File: src/rtl/dma_seq_pkg.sv
package dma_seq_pkg;

    localparam int WORD_W        = 32;
    localparam int WORDS_PER_SET = 8;
    localparam logic [15:0] LINK_END = 16'hFFFF;

    typedef enum logic [2:0] {
        W_OPT   = 3'd0,
        W_SRC   = 3'd1,
        W_DST   = 3'd2,
        W_CNT   = 3'd3,
        W_CCNT  = 3'd4,
        W_ESTR  = 3'd5,
        W_FSTR  = 3'd6,
        W_LINK  = 3'd7
    } word_sel_e;

    typedef struct packed {
        logic        frame_sync;
        logic        irq_en;
        logic [31:0] src;
        logic [31:0] dst;
        logic [15:0] acnt;
        logic [15:0] bcnt;
        logic [15:0] ccnt;
        logic [15:0] src_estr;
        logic [15:0] dst_estr;
        logic [15:0] src_fstr;
        logic [15:0] dst_fstr;
        logic [15:0] brld;
        logic [15:0] link;
    } pset_t;

    typedef struct packed {
        pset_t       cfg;
        logic [31:0] src;
        logic [31:0] dst;
        logic [31:0] fsrc;
        logic [31:0] fdst;
        logic [15:0] bleft;
        logic [15:0] cleft;
    } walk_t;

    function automatic logic [31:0] pick(input logic [WORDS_PER_SET*WORD_W-1:0] f,
                                         input word_sel_e w);
        return f[int'(w)*WORD_W +: WORD_W];
    endfunction

    function automatic pset_t unpack_set(input logic [WORDS_PER_SET*WORD_W-1:0] f);
        pset_t p;
        logic [31:0] opt;
        opt          = pick(f, W_OPT);
        p.frame_sync = opt[0];
        p.irq_en     = opt[1];
        p.src        = pick(f, W_SRC);
        p.dst        = pick(f, W_DST);
        p.acnt       = pick(f, W_CNT)[15:0];
        p.bcnt       = pick(f, W_CNT)[31:16];
        p.ccnt       = pick(f, W_CCNT)[15:0];
        p.src_estr   = pick(f, W_ESTR)[15:0];
        p.dst_estr   = pick(f, W_ESTR)[31:16];
        p.src_fstr   = pick(f, W_FSTR)[15:0];
        p.dst_fstr   = pick(f, W_FSTR)[31:16];
        p.link       = pick(f, W_LINK)[15:0];
        p.brld       = pick(f, W_LINK)[31:16];
        return p;
    endfunction

    function automatic logic [31:0] add_stride(input logic [31:0] a, input logic [15:0] s);
        return a + {{16{s[15]}}, s};
    endfunction

    function automatic walk_t walk_load(input pset_t p);
        walk_t w;
        w.cfg   = p;
        w.src   = p.src;
        w.dst   = p.dst;
        w.fsrc  = p.src;
        w.fdst  = p.dst;
        w.bleft = p.bcnt;
        w.cleft = p.ccnt;
        return w;
    endfunction

    // Advance past one element that is not the last of its set.
    function automatic walk_t walk_step(input walk_t w);
        walk_t n;
        n = w;
        if (w.bleft > 16'd1) begin
            n.src   = add_stride(w.src, w.cfg.src_estr);
            n.dst   = add_stride(w.dst, w.cfg.dst_estr);
            n.bleft = w.bleft - 16'd1;
        end else begin
            n.fsrc  = add_stride(w.fsrc, w.cfg.src_fstr);
            n.fdst  = add_stride(w.fdst, w.cfg.dst_fstr);
            n.src   = n.fsrc;
            n.dst   = n.fdst;
            n.bleft = w.cfg.brld;
            n.cleft = w.cleft - 16'd1;
        end
        return n;
    endfunction

endpackage

File: src/rtl/dma_param_table.sv
module dma_param_table
    import dma_seq_pkg::*;
#(
    parameter int NSETS = 8,
    parameter int IDX_W = (NSETS > 1) ? $clog2(NSETS) : 1
) (
    input  logic             clk,
    input  logic             rst,
    input  logic             we,
    input  logic [IDX_W-1:0] wr_set,
    input  logic [2:0]       wr_word,
    input  logic [31:0]      wr_data,
    input  logic [IDX_W-1:0] rd_idx,
    output pset_t            rd_set
);
    localparam int FLAT_W = WORDS_PER_SET * WORD_W;

    logic [WORD_W-1:0] mem [NSETS][WORDS_PER_SET];
    logic [FLAT_W-1:0] flat;

    always_ff @(posedge clk) begin
        if (rst) begin
            for (int s = 0; s < NSETS; s++)
                for (int w = 0; w < WORDS_PER_SET; w++)
                    mem[s][w] <= '0;
        end else if (we) begin
            mem[wr_set][wr_word] <= wr_data;
        end
    end

    always_comb begin
        for (int w = 0; w < WORDS_PER_SET; w++)
            flat[w*WORD_W +: WORD_W] = mem[rd_idx][w];
    end

    assign rd_set = unpack_set(flat);

endmodule

File: src/rtl/dma_evt_track.sv
module dma_evt_track #(
    parameter int PEND_W = 4
) (
    input  logic              clk,
    input  logic              rst,
    input  logic              evt,
    input  logic              chan_on,
    input  logic              take,
    input  logic              flush,
    output logic              have_evt,
    output logic              err,
    output logic [PEND_W-1:0] pend
);
    logic [PEND_W-1:0] inc;
    logic [PEND_W-1:0] dec;

    assign inc      = {{(PEND_W-1){1'b0}}, evt && chan_on};
    assign dec      = {{(PEND_W-1){1'b0}}, take};
    assign have_evt = (pend != '0);

    always_ff @(posedge clk) begin
        if (rst) begin
            pend <= '0;
            err  <= 1'b0;
        end else begin
            err  <= evt && !chan_on;
            pend <= flush ? '0 : (pend + inc - dec);
        end
    end

endmodule

File: src/rtl/dma_addr_walk.sv
module dma_addr_walk
    import dma_seq_pkg::*;
#(
    parameter int IDX_W = 3
) (
    input  logic             clk,
    input  logic             rst,
    input  logic             go,
    input  logic [IDX_W-1:0] go_set,
    input  logic             stop,
    input  logic             have_evt,
    input  pset_t            tbl_set,
    output logic [IDX_W-1:0] rd_idx,
    output logic             take,
    output logic             flush,
    output logic             chan_on,
    output logic             emit,
    output logic [31:0]      out_src,
    output logic [31:0]      out_dst,
    output logic [15:0]      out_bytes,
    output logic             irq
);
    walk_t       st;
    logic [15:0] run;
    logic        frame_end;
    logic        set_end;
    logic        chain_end;

    assign emit      = chan_on && (run != 16'd0);
    assign frame_end = emit && (st.bleft <= 16'd1);
    assign set_end   = frame_end && (st.cleft <= 16'd1);
    assign chain_end = set_end && (st.cfg.link == LINK_END);
    assign take      = chan_on && (run == 16'd0) && have_evt && !go && !stop;
    assign rd_idx    = go ? go_set : st.cfg.link[IDX_W-1:0];
    assign flush     = stop || (chain_end && !go);

    assign out_src   = st.src;
    assign out_dst   = st.dst;
    assign out_bytes = st.cfg.acnt;

    always_ff @(posedge clk) begin
        if (rst) begin
            st      <= '0;
            run     <= '0;
            chan_on <= 1'b0;
            irq     <= 1'b0;
        end else begin
            irq <= 1'b0;
            if (stop) begin
                chan_on <= 1'b0;
                run     <= '0;
            end else if (go) begin
                chan_on <= 1'b1;
                run     <= '0;
                st      <= walk_load(tbl_set);
            end else if (take) begin
                run <= st.cfg.frame_sync ? st.bleft : 16'd1;
            end else if (emit) begin
                run <= run - 16'd1;
                if (set_end) begin
                    irq <= st.cfg.irq_en;
                    if (chain_end) chan_on <= 1'b0;
                    else           st      <= walk_load(tbl_set);
                end else begin
                    st <= walk_step(st);
                end
            end
        end
    end

endmodule

File: src/rtl/dma_seq_top.sv
module dma_seq_top
    import dma_seq_pkg::*;
#(
    parameter int NSETS  = 8,
    parameter int PEND_W = 4,
    parameter int IDX_W  = (NSETS > 1) ? $clog2(NSETS) : 1
) (
    input  logic             clk,
    input  logic             rst,
    input  logic             tbl_we,
    input  logic [IDX_W-1:0] tbl_set,
    input  logic [2:0]       tbl_word,
    input  logic [31:0]      tbl_data,
    input  logic             go,
    input  logic [IDX_W-1:0] go_set,
    input  logic             stop,
    input  logic             sync_evt,
    output logic             xfer_valid,
    output logic [31:0]      xfer_src,
    output logic [31:0]      xfer_dst,
    output logic [15:0]      xfer_bytes,
    output logic             done_irq,
    output logic             evt_err,
    output logic             chan_active
);
    pset_t             rd_set;
    logic [IDX_W-1:0]  rd_idx;
    logic              take;
    logic              flush;
    logic              have_evt;
    logic [PEND_W-1:0] pend_cnt;

    dma_param_table #(.NSETS(NSETS), .IDX_W(IDX_W)) u_table (
        .clk(clk), .rst(rst), .we(tbl_we), .wr_set(tbl_set), .wr_word(tbl_word),
        .wr_data(tbl_data), .rd_idx(rd_idx), .rd_set(rd_set)
    );

    dma_evt_track #(.PEND_W(PEND_W)) u_evt (
        .clk(clk), .rst(rst), .evt(sync_evt), .chan_on(chan_active), .take(take),
        .flush(flush), .have_evt(have_evt), .err(evt_err), .pend(pend_cnt)
    );

    dma_addr_walk #(.IDX_W(IDX_W)) u_walk (
        .clk(clk), .rst(rst), .go(go), .go_set(go_set), .stop(stop),
        .have_evt(have_evt), .tbl_set(rd_set), .rd_idx(rd_idx), .take(take),
        .flush(flush), .chan_on(chan_active), .emit(xfer_valid),
        .out_src(xfer_src), .out_dst(xfer_dst), .out_bytes(xfer_bytes), .irq(done_irq)
    );

endmodule

File: config.mk
export PLATFORM = sky130hd
export DESIGN_NAME = dma_seq_top
export DESIGN_NICKNAME = d
export VERILOG_FILES = /design/src/rtl/dma_seq_pkg.sv /design/src/rtl/dma_param_table.sv /design/src/rtl/dma_evt_track.sv /design/src/rtl/dma_addr_walk.sv /design/src/rtl/dma_seq_top.sv
export SDC_FILE = /design/constraint.sdc
export NUM_CORES = 2
export LEC_CHECK = 0
export ABC_AREA = 1
export BUFFER_PORTS_ARGS = -buffer_cell sky130_fd_sc_hd__buf_2
export CAP_MARGIN = 20
export CORE_MARGIN = 10
export CORE_UTILIZATION = 50
export CTS_BUF_LIST = sky130_fd_sc_hd__clkbuf_16
export DETAILED_ROUTE_END_ITERATION = 6
export PLACE_DENSITY = 0.77
export SYNTH_ARGS = -nofsm -noshare
export SYNTH_HDL_FRONTEND = slang
export SYNTH_SLANG_ARGS = --single-unit
File: constraint.sdc
create_clock -name clk -period 2.4 [get_ports clk]
set_clock_uncertainty 0.15 [all_clocks]
set_input_delay 0.12 -clock clk [delete_from_list [all_inputs] [get_ports clk]]
set_output_delay 0.12 -clock clk [all_outputs]
set_load 0.02 [all_outputs]
==> results.yml <==
outcome:
  status: "finished, violations left"
  failed_checks: "DRC, setup timing"
placed_design:
  routabilityCongestion: 0.964
  dp.cells: 13431
  io_buffers: 130
  dp_hpwl_um: 201000
sta:
  rsz0062_at_grt: "true"
  slew_viol_final: 0
  post-route-period-util_pct: 113
  slew_headroom_pct: 46.4
  finalCriticalPeriod_ns: 2.70
  tns_ns: -53.45
  finalSetupViolations: 278
  fmax_mhz: 370
  setup_ws_ns: -0.304
  hold_violations: 0
  tightestPinTransition_ns: 0.805
clock_tree:
  h-tree-depth: 4
  clk_latency_ns: 0.87
  cts_buffers: 199
  clk_pin_slew_worst_paths_ns: 0.06
  cts_sinks: 1977
  cts_tree: "done"
  clock_path_buffers: 3
  root_buffer: "clkbuf_16"
synth:
  syn_area_mm2: 0.0960
  synth_top_family_by_area: "simple AND/OR/NAND/NOR gates"
  synth.ff_latch_count: 1977
  synth-compound-area-share_pct: 6.82
  synth-simple-area-share_pct: 25.6
  ys_seq_area_share_pct: 58.7
  synthAdderAreaFrac_pct: 1.85
  netlist_instances: 10791
  synth-xor-area-share_pct: 0.784
  avgSynthCellArea_um2: 8.90
  synth.distinct_cells: 49
  yosysWarnings: 0
  synthesis.nets: 10977
  synth_mux_area_share_pct: 0
setup_path:
  worstSetupPathType: "reg -> reg"
  slowest_stage: "dfxtp_2"
  worst-endpoint-required_ns: 2.99
  critical_path_buf_inv_count: 5
  endpoint_kind: "flop"
  max_stage_delay_ns: 0.34
  crit_family: "simple AND/OR/NAND/NOR gates"
  crit_arrival_ns: 3.29
  path_cells: "nor2_4 > nand2_2 > nor2_4 > nand4_1 > buf_6 > nor2_4 > nand3_4 > buf_6 > buf_6 > nand3_4 > inv_6 > buf_16 > o21ai_0 > nor2_1"
  cp-start-kind: "flop"
  crit_fanout: 19
routing:
  first_pass_iters: 7
  vias: 84247
  totalWireLength_um: 334000
  drc: 4
  drtAntennaViolNets: 0
  wl_per_cell_um: 23.8
  avgViaCountPerCell: 6.00
  drt-initial-drc-count: 12357
floorplan:
  start_util_pct: 50.4
  rows: 160
  io_pins: 131
  die_h_um: 458
  die_area_mm2: 0.210
  fp.dieW_um: 458
  core_area_mm2: 0.191
global_route:
  antenna_found_initial: 15
  grt_pass1_vias: 80179
  overflow: 0
  grt_pass1_wl_um: 477000
  grt_usage_pct: 29.3
  grt_max_degree: 65
power_and_ir_drop:
  power_w: 0.0826
  peakVddDrop_uv: 784
  cellLeakagePower_nw: 49.6
  pwr_density_cell_mw_per_mm2: 690
final_layout:
  final_cells: 14050
  fillCellCount: 14193
  syn2layout_area_growth_pct: 24.6
  finish.utilization_pct: 62.8
  fin_nets: 11539
  drive_gt1_share_pct: 20.4
hold_path:
  hold_path.class: "in -> reg"
job:
  drv_cap: 0
[Yosys cell counts (all sizes together)]
library cell	instances	area, µm²
o31ai	2	15.0
or2	12	75.1
o21a	1	7.51
nor3	30	155
buf	355	2090
o211ai	25	188
o21bai	13	97.6
a21oi	344	1730
ha	134	1680
fa	5	100
a211oi	4	40.0
o211a	114	1140
nor3b	1	7.51
a21o	4	30.0
nand3	1214	6100
nor4	8	56.3
xnor2	49	429
nand3b	13	97.6
o221ai	7	61.3
edfxtp	1680	50400
inv	522	1960
dfxtp	297	5950
clkbuf	516	1940
xor2	37	324
o22ai	108	676
nor2	2282	8590
a31oi	8	50.1
nand2	2482	9340
o21ai	498	2490
nand4	19	119
o2111ai	1	8.76
and2	5	31.3
a22oi	1	7.51
[cell families (layout without fill, tap and decap cells)]
kind of cell	Yosys count	after routing
simple gates	6066	6067
compound gates	1130	1130
fa+ha+maj	139	139
other cells	0	12
flops	1977	1977
buf+inv	1393	2128
xor+xnor	86	86
[registers in the layout, indices dropped and copies added (netlist names)]
| signal | flops |
|---|---|
| u_evt.err | 1 |
| u_evt.pend | 4 |
| u_walk.run | 16 |
| u_walk.chan_on | 1 |
| u_walk.out_bytes | 16 |
| u_walk.st | 194 |
| u_walk.out_dst | 32 |
| u_walk.out_src | 32 |
| u_walk.irq | 1 |
| u_table.mem | 1680 |
[repair_timing]
item,4_1_cts,5_1_grt
hold endpoints to repair,1934,0
hold buffers,45,0
setup endpoints to repair,278,283
cloned,34,38
resized for setup,316,898
pin swaps,62,205
setup buffers,59,83
[metal layers]
| layer | up-vias | wire [µm] | GRT usage (%) |
|---|---|---|---|
| met5 | - | 131 | 0 |
| met4 | 14 | 22100 | 15.3 |
| met3 | 1140 | 45500 | 7.12 |
| met2 | 5911 | 150000 | 46.4 |
| met1 | 40046 | 117000 | 37.3 |
| li1 | 37136 | - | - |
[cell type report]
class / count / area, µm² / area share, %
clock buffers: 200 / 5000 / 4.18
diodes: 12 / 30.0 / 0.0251
well taps: 2511 / 3140 / 2.62
multi-input cells: 7422 / 38000 / 31.7
inverters: 522 / 2030 / 1.69
clock inverters: 175 / 1350 / 1.13
flip-flops and latches: 1977 / 56500 / 47.2
repair buffers: 1231 / 13700 / 11.4
[worst reg2reg max path: stages (launching register included)]
cell and delay [ns]:
dfxtp_2 0.34, nor2_4 0.15, nand2_2 0.10, nor2_4 0.12, nand4_1 0.13, buf_6 0.17
nor2_4 0.23, nand3_4 0.16, buf_6 0.15, buf_6 0.11, nand3_4 0.11, inv_6 0.12
buf_16 0.20, o21ai_0 0.25, nor2_1 0.08
[placed cells by master (no fill, tap or decap), types with 25 or more instances in the layout]
cell / count
buf_16: 36
dfxtp_2: 30
buf_2: 130
nand2_1: 2229
ha_4: 59
buf_4: 678
clkinv_1: 44
inv_2: 49
nand2_4: 49
dlygate4sd3_1: 45
nand3_2: 126
nor2_2: 58
ha_1: 67
o21ai_0: 415
dfxtp_1: 259
a21oi_1: 231
buf_12: 243
o211ai_1: 25
clkbuf_16: 232
nand3_1: 1013
nor2_1: 2189
nand3_4: 75
a21oi_2: 107
o211a_1: 114
clkinv_2: 27
inv_1: 525
xnor2_1: 48
o21ai_1: 57
xor2_1: 36
o22ai_1: 107
nand2_2: 202
edfxtp_1: 1680
nor2_4: 34
buf_6: 47
[metrics by stage]
step	hold WS, ns	setup WS [ns]	instance area [µm²]
after global placement	0.308	-0.405	105000
final	0.157	-0.304	120000
after CTS	0.0848	-0.166	115000
after floorplan	0.0927	-0.135	96200
after global routing	0.146	-0.412	120000
after detailed placement	0.315	-0.409	105000
[worst paths after layout]
| check | depth (start not counted) | endpoint | slack [ns] | start |
|---|---|---|---|---|
| setup / recovery | 14 | u_walk.st[5]$_SDFFE_PP0P_ | -0.30 | u_walk.st[5]$_SDFFE_PP0P_ |
| hold / removal | 4 | u_walk.out_dst[1]$_SDFFE_PP0P_ | 0.16 | rst |
| hold reg to reg | 2 | u_walk.st[59]$_SDFFE_PP0P_ | 0.32 | u_walk.st[59]$_SDFFE_PP0P_ |
| setup reg to reg | 14 | u_walk.st[5]$_SDFFE_PP0P_ | -0.30 | u_walk.st[5]$_SDFFE_PP0P_ |
[power by group]
group          internal (W)  switching [W]
sequential           0.0389       0.000759
combinational       0.00446        0.00792
clock                0.0167         0.0138
total                0.0601         0.0225
No activity file was read; power rests on OpenSTA's default activity.
